`src/rtl/spi_cmd_pkg.sv`:
```
package spi_cmd_pkg;
  localparam int BYTE_W = 8;
  localparam int ADDR_W = 24;
  localparam int DATA_W = 32;
  localparam int SIZE_W = 24;

  localparam logic [7:0] OP_DMA_WR  = 8'hC1;
  localparam logic [7:0] OP_DMA_RD  = 8'hC2;
  localparam logic [7:0] OP_INT_WR  = 8'hC3;
  localparam logic [7:0] OP_INT_RD  = 8'hC4;
  localparam logic [7:0] OP_TERM    = 8'hC5;
  localparam logic [7:0] OP_REPEAT  = 8'hC6;
  localparam logic [7:0] OP_XDMA_WR = 8'hC7;
  localparam logic [7:0] OP_XDMA_RD = 8'hC8;
  localparam logic [7:0] OP_SGL_WR  = 8'hC9;
  localparam logic [7:0] OP_SGL_RD  = 8'hCA;
  localparam logic [7:0] OP_RESET   = 8'hCF;

  typedef enum logic [1:0] {ST_IDLE, ST_SEND, ST_CRC, ST_RSP} fr_state_t;

  function automatic logic op_known(input logic [7:0] op);
    case (op)
      OP_DMA_WR, OP_DMA_RD, OP_INT_WR, OP_INT_RD, OP_TERM, OP_REPEAT,
      OP_XDMA_WR, OP_XDMA_RD, OP_SGL_WR, OP_SGL_RD, OP_RESET: return 1'b1;
      default: return 1'b0;
    endcase
  endfunction

  // Opcodes whose response check is waived for clockless accesses
  function automatic logic op_lenient(input logic [7:0] op);
    return (op == OP_INT_WR) || (op == OP_INT_RD) ||
           (op == OP_SGL_WR) || (op == OP_SGL_RD);
  endfunction
endpackage

```
`src/rtl/spi_cmd_crc7.sv`:
```
module spi_cmd_crc7 #(
  parameter logic [6:0] POLY = 7'h09
) (
  input  logic [6:0] crc_in,
  input  logic [7:0] din,
  output logic [6:0] crc_out
);
  logic [6:0] stage [9];
  assign stage[0] = crc_in;

  for (genvar g = 0; g < 8; g++) begin : g_bit
    logic fb;
    assign fb = stage[g][6] ^ din[7-g];
    assign stage[g+1] = {stage[g][5:0], 1'b0} ^ ({7{fb}} & POLY);
  end

  assign crc_out = stage[8];
endmodule

```
`src/rtl/spi_cmd_layout.sv`:
```
module spi_cmd_layout
  import spi_cmd_pkg::*;
#(
  parameter int FRAME_BYTES = 8,
  parameter int LEN_W       = 4
) (
  input  logic [7:0]                    op,
  input  logic [ADDR_W-1:0]             addr,
  input  logic [DATA_W-1:0]             data,
  input  logic [SIZE_W-1:0]             size,
  input  logic                          clockless,
  output logic [FRAME_BYTES*BYTE_W-1:0] frame,
  output logic [LEN_W-1:0]              len
);
  logic [BYTE_W-1:0] b [FRAME_BYTES];

  always_comb begin
    for (int i = 0; i < FRAME_BYTES; i++) b[i] = '0;
    b[0] = op;
    len  = '0;
    case (op)
      OP_SGL_RD, OP_SGL_WR: begin
        b[1] = addr[23:16]; b[2] = addr[15:8]; b[3] = addr[7:0];
        if (op == OP_SGL_WR) begin
          b[4] = data[31:24]; b[5] = data[23:16];
          b[6] = data[15:8];  b[7] = data[7:0];
          len  = LEN_W'(8);
        end else begin
          len  = LEN_W'(4);
        end
      end
      OP_INT_RD, OP_INT_WR: begin
        b[1] = {addr[15] | clockless, addr[14:8]};
        b[2] = addr[7:0];
        if (op == OP_INT_WR) begin
          b[3] = data[31:24]; b[4] = data[23:16];
          b[5] = data[15:8];  b[6] = data[7:0];
          len  = LEN_W'(7);
        end else begin
          len  = LEN_W'(4);
        end
      end
      OP_DMA_WR, OP_DMA_RD: begin
        b[1] = addr[23:16]; b[2] = addr[15:8]; b[3] = addr[7:0];
        b[4] = size[15:8];  b[5] = size[7:0];
        len  = LEN_W'(6);
      end
      OP_XDMA_WR, OP_XDMA_RD: begin
        b[1] = addr[23:16]; b[2] = addr[15:8]; b[3] = addr[7:0];
        b[4] = size[23:16]; b[5] = size[15:8]; b[6] = size[7:0];
        len  = LEN_W'(7);
      end
      OP_RESET: begin
        b[1] = 8'hFF; b[2] = 8'hFF; b[3] = 8'hFF;
        len  = LEN_W'(4);
      end
      OP_TERM, OP_REPEAT: len = LEN_W'(4);
      default: len = '0;
    endcase
  end

  for (genvar g = 0; g < FRAME_BYTES; g++) begin : g_pack
    assign frame[g*BYTE_W +: BYTE_W] = b[g];
  end
endmodule

```
`src/rtl/spi_cmd_rsp_chk.sv`:
```
module spi_cmd_rsp_chk (
  input  logic       clk,
  input  logic       rst,
  input  logic       arm,
  input  logic [7:0] exp_op,
  input  logic       lenient,
  input  logic       rsp_valid,
  input  logic [7:0] rsp_byte,
  output logic       done,
  output logic       err
);
  logic [1:0] ph_q;
  logic       bad_q;

  always_ff @(posedge clk) begin
    if (rst) begin
      ph_q  <= 2'd0;
      bad_q <= 1'b0;
      done  <= 1'b0;
      err   <= 1'b0;
    end else begin
      done <= 1'b0;
      err  <= 1'b0;
      case (ph_q)
        2'd0: if (arm) ph_q <= 2'd1;
        2'd1: if (rsp_valid) begin
          bad_q <= (rsp_byte != exp_op);
          ph_q  <= 2'd2;
        end
        2'd2: if (rsp_valid) begin
          done <= 1'b1;
          err  <= (bad_q || (rsp_byte != 8'h00)) && !lenient;
          ph_q <= 2'd0;
        end
        default: ph_q <= 2'd0;
      endcase
    end
  end
endmodule

```
`src/rtl/spi_cmd_framer.sv`:
```
module spi_cmd_framer
  import spi_cmd_pkg::*;
#(
  parameter int         FRAME_BYTES = 8,
  parameter logic [6:0] CRC_POLY    = 7'h09,
  parameter logic [6:0] CRC_SEED    = 7'h7F
) (
  input  logic              clk,
  input  logic              rst,
  input  logic              req_valid,
  output logic              req_ready,
  input  logic [7:0]        req_op,
  input  logic [ADDR_W-1:0] req_addr,
  input  logic [DATA_W-1:0] req_data,
  input  logic [SIZE_W-1:0] req_size,
  input  logic              req_cl,
  input  logic              crc7_en,
  output logic              tx_valid,
  input  logic              tx_ready,
  output logic [7:0]        tx_byte,
  input  logic              rsp_valid,
  input  logic [7:0]        rsp_byte,
  output logic              done,
  output logic              err
);
  localparam int LEN_W = $clog2(FRAME_BYTES + 1);
  localparam int FW    = FRAME_BYTES * BYTE_W;

  fr_state_t         st_q;
  logic [FW-1:0]     frame_w, frame_q;
  logic [LEN_W-1:0]  len_w, len_q, idx_q;
  logic [7:0]        op_q, tx_byte_q;
  logic              cl_q, crc_on_q, tx_valid_q, rej_q;
  logic [6:0]        crc_q, crc_nx;
  logic              hs, last_field, arm_w, rsp_done, rsp_err;

  spi_cmd_layout #(.FRAME_BYTES(FRAME_BYTES), .LEN_W(LEN_W)) u_layout (
    .op(req_op), .addr(req_addr), .data(req_data), .size(req_size),
    .clockless(req_cl), .frame(frame_w), .len(len_w)
  );

  spi_cmd_crc7 #(.POLY(CRC_POLY)) u_crc (
    .crc_in(crc_q), .din(tx_byte_q), .crc_out(crc_nx)
  );

  assign hs         = tx_valid_q && tx_ready;
  assign last_field = (st_q == ST_SEND) && (idx_q == len_q);
  assign arm_w      = hs && ((last_field && !crc_on_q) || (st_q == ST_CRC));

  spi_cmd_rsp_chk u_rsp (
    .clk(clk), .rst(rst), .arm(arm_w), .exp_op(op_q),
    .lenient(cl_q && op_lenient(op_q)),
    .rsp_valid(rsp_valid), .rsp_byte(rsp_byte),
    .done(rsp_done), .err(rsp_err)
  );

  always_ff @(posedge clk) begin
    if (rst) begin
      st_q       <= ST_IDLE;
      frame_q    <= '0;
      len_q      <= '0;
      idx_q      <= '0;
      op_q       <= '0;
      cl_q       <= 1'b0;
      crc_on_q   <= 1'b0;
      crc_q      <= CRC_SEED;
      tx_byte_q  <= '0;
      tx_valid_q <= 1'b0;
      rej_q      <= 1'b0;
    end else begin
      rej_q <= 1'b0;
      case (st_q)
        ST_IDLE: if (req_valid && req_ready) begin
          if (!op_known(req_op)) begin
            rej_q <= 1'b1;
          end else begin
            frame_q    <= frame_w;
            len_q      <= len_w;
            op_q       <= req_op;
            cl_q       <= req_cl;
            crc_on_q   <= crc7_en;
            crc_q      <= CRC_SEED;
            idx_q      <= LEN_W'(1);
            tx_byte_q  <= req_op;
            tx_valid_q <= 1'b1;
            st_q       <= ST_SEND;
          end
        end
        ST_SEND: if (hs) begin
          crc_q <= crc_nx;
          if (idx_q == len_q) begin
            if (crc_on_q) begin
              tx_byte_q <= {crc_nx, 1'b1};
              st_q      <= ST_CRC;
            end else begin
              tx_valid_q <= 1'b0;
              st_q       <= ST_RSP;
            end
          end else begin
            tx_byte_q <= frame_q[{idx_q, 3'b000} +: BYTE_W];
            idx_q     <= idx_q + LEN_W'(1);
          end
        end
        ST_CRC: if (hs) begin
          tx_valid_q <= 1'b0;
          st_q       <= ST_RSP;
        end
        ST_RSP: if (rsp_done) st_q <= ST_IDLE;
        default: st_q <= ST_IDLE;
      endcase
    end
  end

  assign req_ready = (st_q == ST_IDLE) && !rej_q && !rsp_done;
  assign tx_valid  = tx_valid_q;
  assign tx_byte   = tx_byte_q;
  assign done      = rsp_done;
  assign err       = rej_q | rsp_err;
endmodule

```
`config.mk`:
```
export PLATFORM = sky130hd
export DESIGN_NAME = spi_cmd_framer
export DESIGN_NICKNAME = d
export VERILOG_FILES = /design/src/rtl/spi_cmd_pkg.sv /design/src/rtl/spi_cmd_crc7.sv /design/src/rtl/spi_cmd_layout.sv /design/src/rtl/spi_cmd_rsp_chk.sv /design/src/rtl/spi_cmd_framer.sv
export SDC_FILE = /design/constraint.sdc
export NUM_CORES = 1
export LEC_CHECK = 0
export ABC_AREA = 0
export CAP_MARGIN = 0
export CORE_AREA = 8 8 165 120
export DETAILED_ROUTE_END_ITERATION = 6
export DIE_AREA = 0 0 173 128
export DONT_BUFFER_PORTS = 1
export SETUP_SLACK_MARGIN = 0.02
export SLEW_MARGIN = 0
export SYNTH_ARGS = -nofsm -noshare
export SYNTH_HDL_FRONTEND = slang
export SYNTH_SLANG_ARGS = --single-unit
```
`constraint.sdc`:
```
create_clock -name clk -period 2.75 [get_ports clk]
set_input_delay 0.55 -clock clk [delete_from_list [all_inputs] [get_ports clk]]
set_output_delay 0.55 -clock clk [all_outputs]
set_load 0.05 [all_outputs]
```
==> results of run 1 <==
-- per-layer routing --
metal	track usage (%)	part of all wire (%)
met1	25.44	48
met2	23.25	39
met3	6.563	11
met4	4.651	1.5
met5	0	0
-- sequential cells by signal, summed over array words and instances (netlist names), 2 cells and up --
| name | count |
|---|---|
| idx_q | 4 |
| len_q | 4 |
| frame_q | 64 |
| st_q | 2 |
| crc_q | 7 |
| u_rsp.ph_q | 2 |
| tx_byte | 8 |
-- kinds of logic after synthesis --
kind of cell,Yosys count,synth area share [%]
AO/OA/AOI/OAI,203,27.87
multiplexers,42,11.29
buffers and inverters,63,5.688
adder cells (fa/ha/maj),7,1.475
AND/OR/NAND/NOR,190,16.14
XOR/XNOR,29,4.508
flip-flops,98,33.03
-- power by group through the flow --
| stage | clock [W] | sequential, W | combinational [W] |
|---|---|---|---|
| 2_1_floorplan | 0 | 0.00169 | 0.000807 |
| 3_3_place_gp | 0 | 0.00156 | 0.00126 |
| 3_5_place_dp | 0 | 0.00157 | 0.00128 |
| 4_1_cts | 0.00130 | 0.00153 | 0.00128 |
| 5_1_grt | 0.00136 | 0.00154 | 0.00139 |
| 6_report | 0.00129 | 0.00153 | 0.00130 |
-- worst max path at each step --
stage	to	slack, ps	cells past startpoint
2_1_floorplan	req_ready	360	3
3_3_place_gp	tx_byte[7]	450	6
3_5_place_dp	tx_valid	350	7
4_1_cts	tx_valid	320	7
5_1_grt	frame_q[32]	190	7
6_report	tx_valid	310	7
-- Yosys cell counts, drive strengths merged, types with 2 or more instances --
cell	count	area, um2
xor2	17	148.9
nand2	48	180.2
a32o	3	30.03
or2	2	12.51
a221oi	21	196.4
inv	8	30.03
a222oi	24	240.2
nor2	69	261.5
dfxtp	98	1962
or4b	2	20.02
nor3	10	55.05
a211oi	11	92.58
a22o	35	306.5
o31a	4	35.03
o21a	4	30.03
nor2b	6	37.54
o21ai	17	88.84
nor4	15	123.9
clkbuf	21	78.83
nand4b	2	17.52
xnor2	11	96.34
or3	4	25.02
o2bb2ai	17	148.9
nor3b	4	30.03
ha	7	87.58
nand3	13	65.06
buf	33	225.2
a21oi	34	188.9
a221o	3	30.03
and4bb	2	25.02
and2	2	12.52
mux4	16	379.1
nand2b	2	12.51
mux2	25	281.5
a2bb2oi	16	140.1
o31ai	3	22.52
and3	2	12.51
-- through the flow --
| step | util (%) | instance area [um2] |
|---|---|---|
| global route | 37.54 | 6548 |
| global placement | 35.88 | 6257 |
| finish | 37.54 | 6548 |
| floorplan | - | 5939 |
| detailed placement | 35.88 | 6257 |
| CTS | 37.54 | 6548 |
-- critical path, cell delays in order (launching register included) --
cell	delay (ps)
dfxtp_1	360
inv_1	150
ha_1	180
and4bb_2	330
nand2_1	170
o31a_1	410
a2111oi_2	350
mux2_2	370
-- cell type report --
| cell class | count | area [um2] | share of cell area, % |
|---|---|---|---|
| clock buffers | 9 | 225.2 | 3.440 |
| clock inverters | 6 | 65.06 | 0.9937 |
| inverters | 9 | 33.78 | 0.5160 |
| multi-input cells | 471 | 3674 | 56.11 |
| flip-flops and latches | 98 | 1962 | 29.96 |
| well taps | 236 | 295.3 | 4.510 |
| repair buffers | 34 | 292.8 | 4.472 |
==> flow_summary_export.csv, run 1 <==
group,metric,value,unit
critical_path,r2r_slack,310,ps
clocking,clk_path_buf_depth,2,
clocking,clock_sinks,98,
synth,synth_top_flop_cell,"dfxtp_1",
synth,ys_async_sr_fraction,0,%
sta,hold_viol_final,0,
clocking,htreeDepth,3,
synth,ys_seq_area_share,33.03,%
placement,placed_cells,848,
layout,layout_commonest_cell,"dfxtp_1",
sta,fin_hold_ws,269.0,ps
layout,num-nets-final,733,
power_and_ir_drop,p_int,0.002659,W
placement,dp_slack,351.9,ps
clocking,worst_skew_pair.late_latency,350,ps
die,die_h,128,um
die,initial_core_util,34.05,%
critical_path,end_kind,"flop",
layout,diodes,0,
placement,port_buffers,0,
drt,wl,19.63,mm
power_and_ir_drop,powerDensity,628.7,nW/um2
critical_path,crit_fanout,9,
global_routing,antenna_found_initial,0,
layout,area_delta_synth_final,10.24,%
synth,synth_edf_count,0,
power_and_ir_drop,seqPwrFrac,37.2,%
global_routing,grt_max_degree,68,
synth,yosys_warnings,0,
synth,synth_area_per_cell,9.398,um2
clocking,holdBufCountCts,0,
clocking,cts_setup_buffers,0,
hold_path,hold_end,"frame_q[6]",
status,status,"complete, but fails checks",
placement,dp_hpwl,14.93,mm
layout,instances_no_fill,863,
drt,drt_iter0_markers,617,
sta,worst_slew_pin_slew,1051,ps
synth,netlist_instances,632,
power_and_ir_drop,comb_power_share,31.5,%
global_routing,track_usage,17.46,%
power_and_ir_drop,switching_share,35.41,%
clocking,cts_tree,"yes",
synth,ys_types,73,
drt,vias,5237,
sta,period_share,88.83,%
die,coreArea,17440,um2
sta,rsz0062_at_grt,"false",
layout,n_fill_cell,1764,
power_and_ir_drop,clockPowerShare,31.3,%
die,die_w,173,um
clocking,cts_inserted_buffers,9,
sta,clock-skew-final,7.658,ps
drt,routedWlPerCell,22.74,um
sta,slew_headroom,29.81,%
critical_path,arrival,2690,ps
clocking,root_buffer,"clkbuf_16",
global_routing,grt_remaining_overflow,0,
clocking,path_clk_slew,70,ps
power_and_ir_drop,p_leak,2.213,nW
sta,max_clock_freq,409.4,MHz
sta,finalSetupViolCount,0,
die,rows,41,
sta,min_period,2443,ps
critical_path,r2r-start,"st_q[0]",
layout,drive_gt1_share,17.07,%
critical_path,path_class,"reg -> reg",
die,die_area,22140,um2
hold_path,hold_class,"in -> reg",
critical_path,required,2990,ps
status,violations,"DRC",
critical_path,crit_path_start,"st_q[0]",
synth,ys_seq_elements,98,
critical_path,start_kind,"flop",
job,maxCapViolCount,0,
global_routing,grt_pass1_vias,4947,
die,ios,115,
sta,worst_slack,307.2,ps
critical_path,rr_worst_depth,7,
drt,vias_per_cell,6.068,
drt,drcViolationCount,15,
power_and_ir_drop,p_sw,0.001458,W
synth,synth_nets,742,
sta,slew_viol_final,0,
critical_path,r2r-end,"tx_valid",
global_routing,grt_pass1_wl,30.39,mm
hold_path,whs_path_depth,1,
layout,final_cell_mix,"dfxtp_1, nor2_1, nand2_1",
power_and_ir_drop,finalPower,0.004117,W
clocking,cts_resized,0,
synth,netlist_area,5939,um2
hold_path,hp-start,"rst",
placement,place_congestion,0.8409,
power_and_ir_drop,irDropWorstVdd,0.2859,mV
drt,drtAntennaViolNets,0,
sta,tns,0,ps
drt,first_pass_iters,7,
Power figures use the tool's default switching activity.
==> run 2: changes to the inputs <==
- CORE_AREA: 8 8 165 120 -> 8 8 134 98
- DIE_AREA: 0 0 173 128 -> 0 0 142 106
- PLACE_DENSITY: default -> 0.69
==> flow_summary_export.csv, run 2 (synthesized netlist as in run 1, its figures left out) <==
group,metric,value,unit
sta,max_clock_freq,401.9,MHz
drt,first_pass_iters,6,
die,die_area,15050,um2
critical_path,path_class,"reg -> reg",
power_and_ir_drop,p_leak,2.208,nW
critical_path,end_kind,"flop",
global_routing,track_usage,25.16,%
hold_path,hold_class,"in -> reg",
drt,vias_per_cell,6.898,
placement,dp_hpwl,14.11,mm
global_routing,grt_max_degree,68,
clocking,root_buffer,"clkbuf_16",
clocking,cts_inserted_buffers,9,
placement,port_buffers,0,
clocking,path_clk_slew,60,ps
drt,drtAntennaViolNets,0,
power_and_ir_drop,irDropWorstVdd,0.3314,mV
sta,worst_slew_pin_slew,1083,ps
die,die_w,142,um
drt,vias,5408,
layout,layout_commonest_cell,"dfxtp_1",
global_routing,antenna_found_initial,0,
clocking,holdBufCountCts,0,
layout,diodes,0,
layout,register_area,1962,um2
clocking,cts_resized,0,
sta,slew_viol_final,0,
die,initial_core_util,52.69,%
job,maxCapViolCount,0,
placement,place_congestion,0.8929,
sta,rsz0062_at_grt,"false",
clocking,cts_tree,"yes",
clocking,worst_skew_pair.late_latency,350,ps
die,die_h,106,um
power_and_ir_drop,powerDensity,639.9,nW/um2
drt,wl,18.95,mm
sta,clock-skew-final,6.374,ps
critical_path,start_kind,"flop",
global_routing,grt_pass1_wl,29.61,mm
status,status,"finished clean",
sta,finalSetupViolCount,0,
layout,n_fill_cell,984,
sta,period_share,90.49,%
layout,drive_gt1_share,16.91,%
layout,largest_reg_flops,64,
layout,largest_register,"frame_q",
drt,drt_iter0_markers,775,
layout,area_delta_synth_final,8.469,%
layout,instances_no_fill,784,
global_routing,grt_remaining_overflow,0,
clocking,clk_path_buf_depth,2,
clocking,cts_setup_buffers,0,
critical_path,arrival,2680,ps
global_routing,grt_pass1_vias,4931,
layout,multi_input_area,3674,um2
critical_path,required,2940,ps
layout,final_cell_mix,"dfxtp_1, nor2_1, nand2_1",
die,ios,115,
clocking,clock_sinks,98,
die,coreArea,11270,um2
sta,slew_headroom,27.64,%
clocking,htreeDepth,3,
die,rows,33,
critical_path,crit_fanout,51,
sta,tns,0,ps
sta,hold_viol_final,0,
layout,num-nets-final,733,
drt,drcViolationCount,0,
sta,min_period,2488,ps
placement,placed_cells,769,
drt,routedWlPerCell,24.18,um
run 2: final cells by class:
| cell class | instances | area share, % |
|---|---|---|
| clock buffer | 10 | 3.554 |
| multi-input combinational | 471 | 57.02 |
| inverter | 9 | 0.5244 |
| sequential | 98 | 30.45 |
| tap | 157 | 3.049 |
| clock inverter | 5 | 1.243 |
| timing repair buffer | 34 | 4.156 |
run 2: where the power goes:
group / internal, W / switching (W)
logic: 0.000451 / 0.000781
registers: 0.00148 / 0.0000700
clock network: 0.000791 / 0.000548
run 2: final timing paths:
| kind | cells after the start | startpoint | slack, ps | endpoint |
|---|---|---|---|---|
| max | 8 | st_q[0] | 260 | frame_q[27] |
| max reg2reg | 8 | st_q[0] | 260 | frame_q[27] |
| min | 1 | rst | 270 | u_rsp.bad_q |
| min reg2reg | 2 | frame_q[62] | 460 | frame_q[62] |
run 2: through the flow:
stage	utilization, %	hold WS, ps	area (um2)	setup WS, ps	total power, W
CTS	57.15	270.2	6442	272.5	0.004115
detailed placement	54.41	441.4	6133	274.1	0.002792
global placement	54.41	430.9	6133	349.0	0.002773
floorplan	-	427.3	5939	360.8	0.002496
global route	57.15	261.3	6442	86.34	0.004285
finish	57.15	272.9	6442	261.5	0.004123
run 2: routing by layer:
metal  vias up  GRT usage, %  share of wire, %
li1       2446             -                 -
met1      2612         37.94                46
met2       326         30.97                37
met3        24         11.10                15
met4         0         5.959               1.8
met5         -             0                 0
run 2: critical path: stages (launching register included):
cell and delay, ps:
dfxtp_1 350, inv_1 140, ha_1 210, and4bb_2 350, nand2_1 200, or3_1 400, buf_12 200, a221oi_1 340
a221oi_1 110
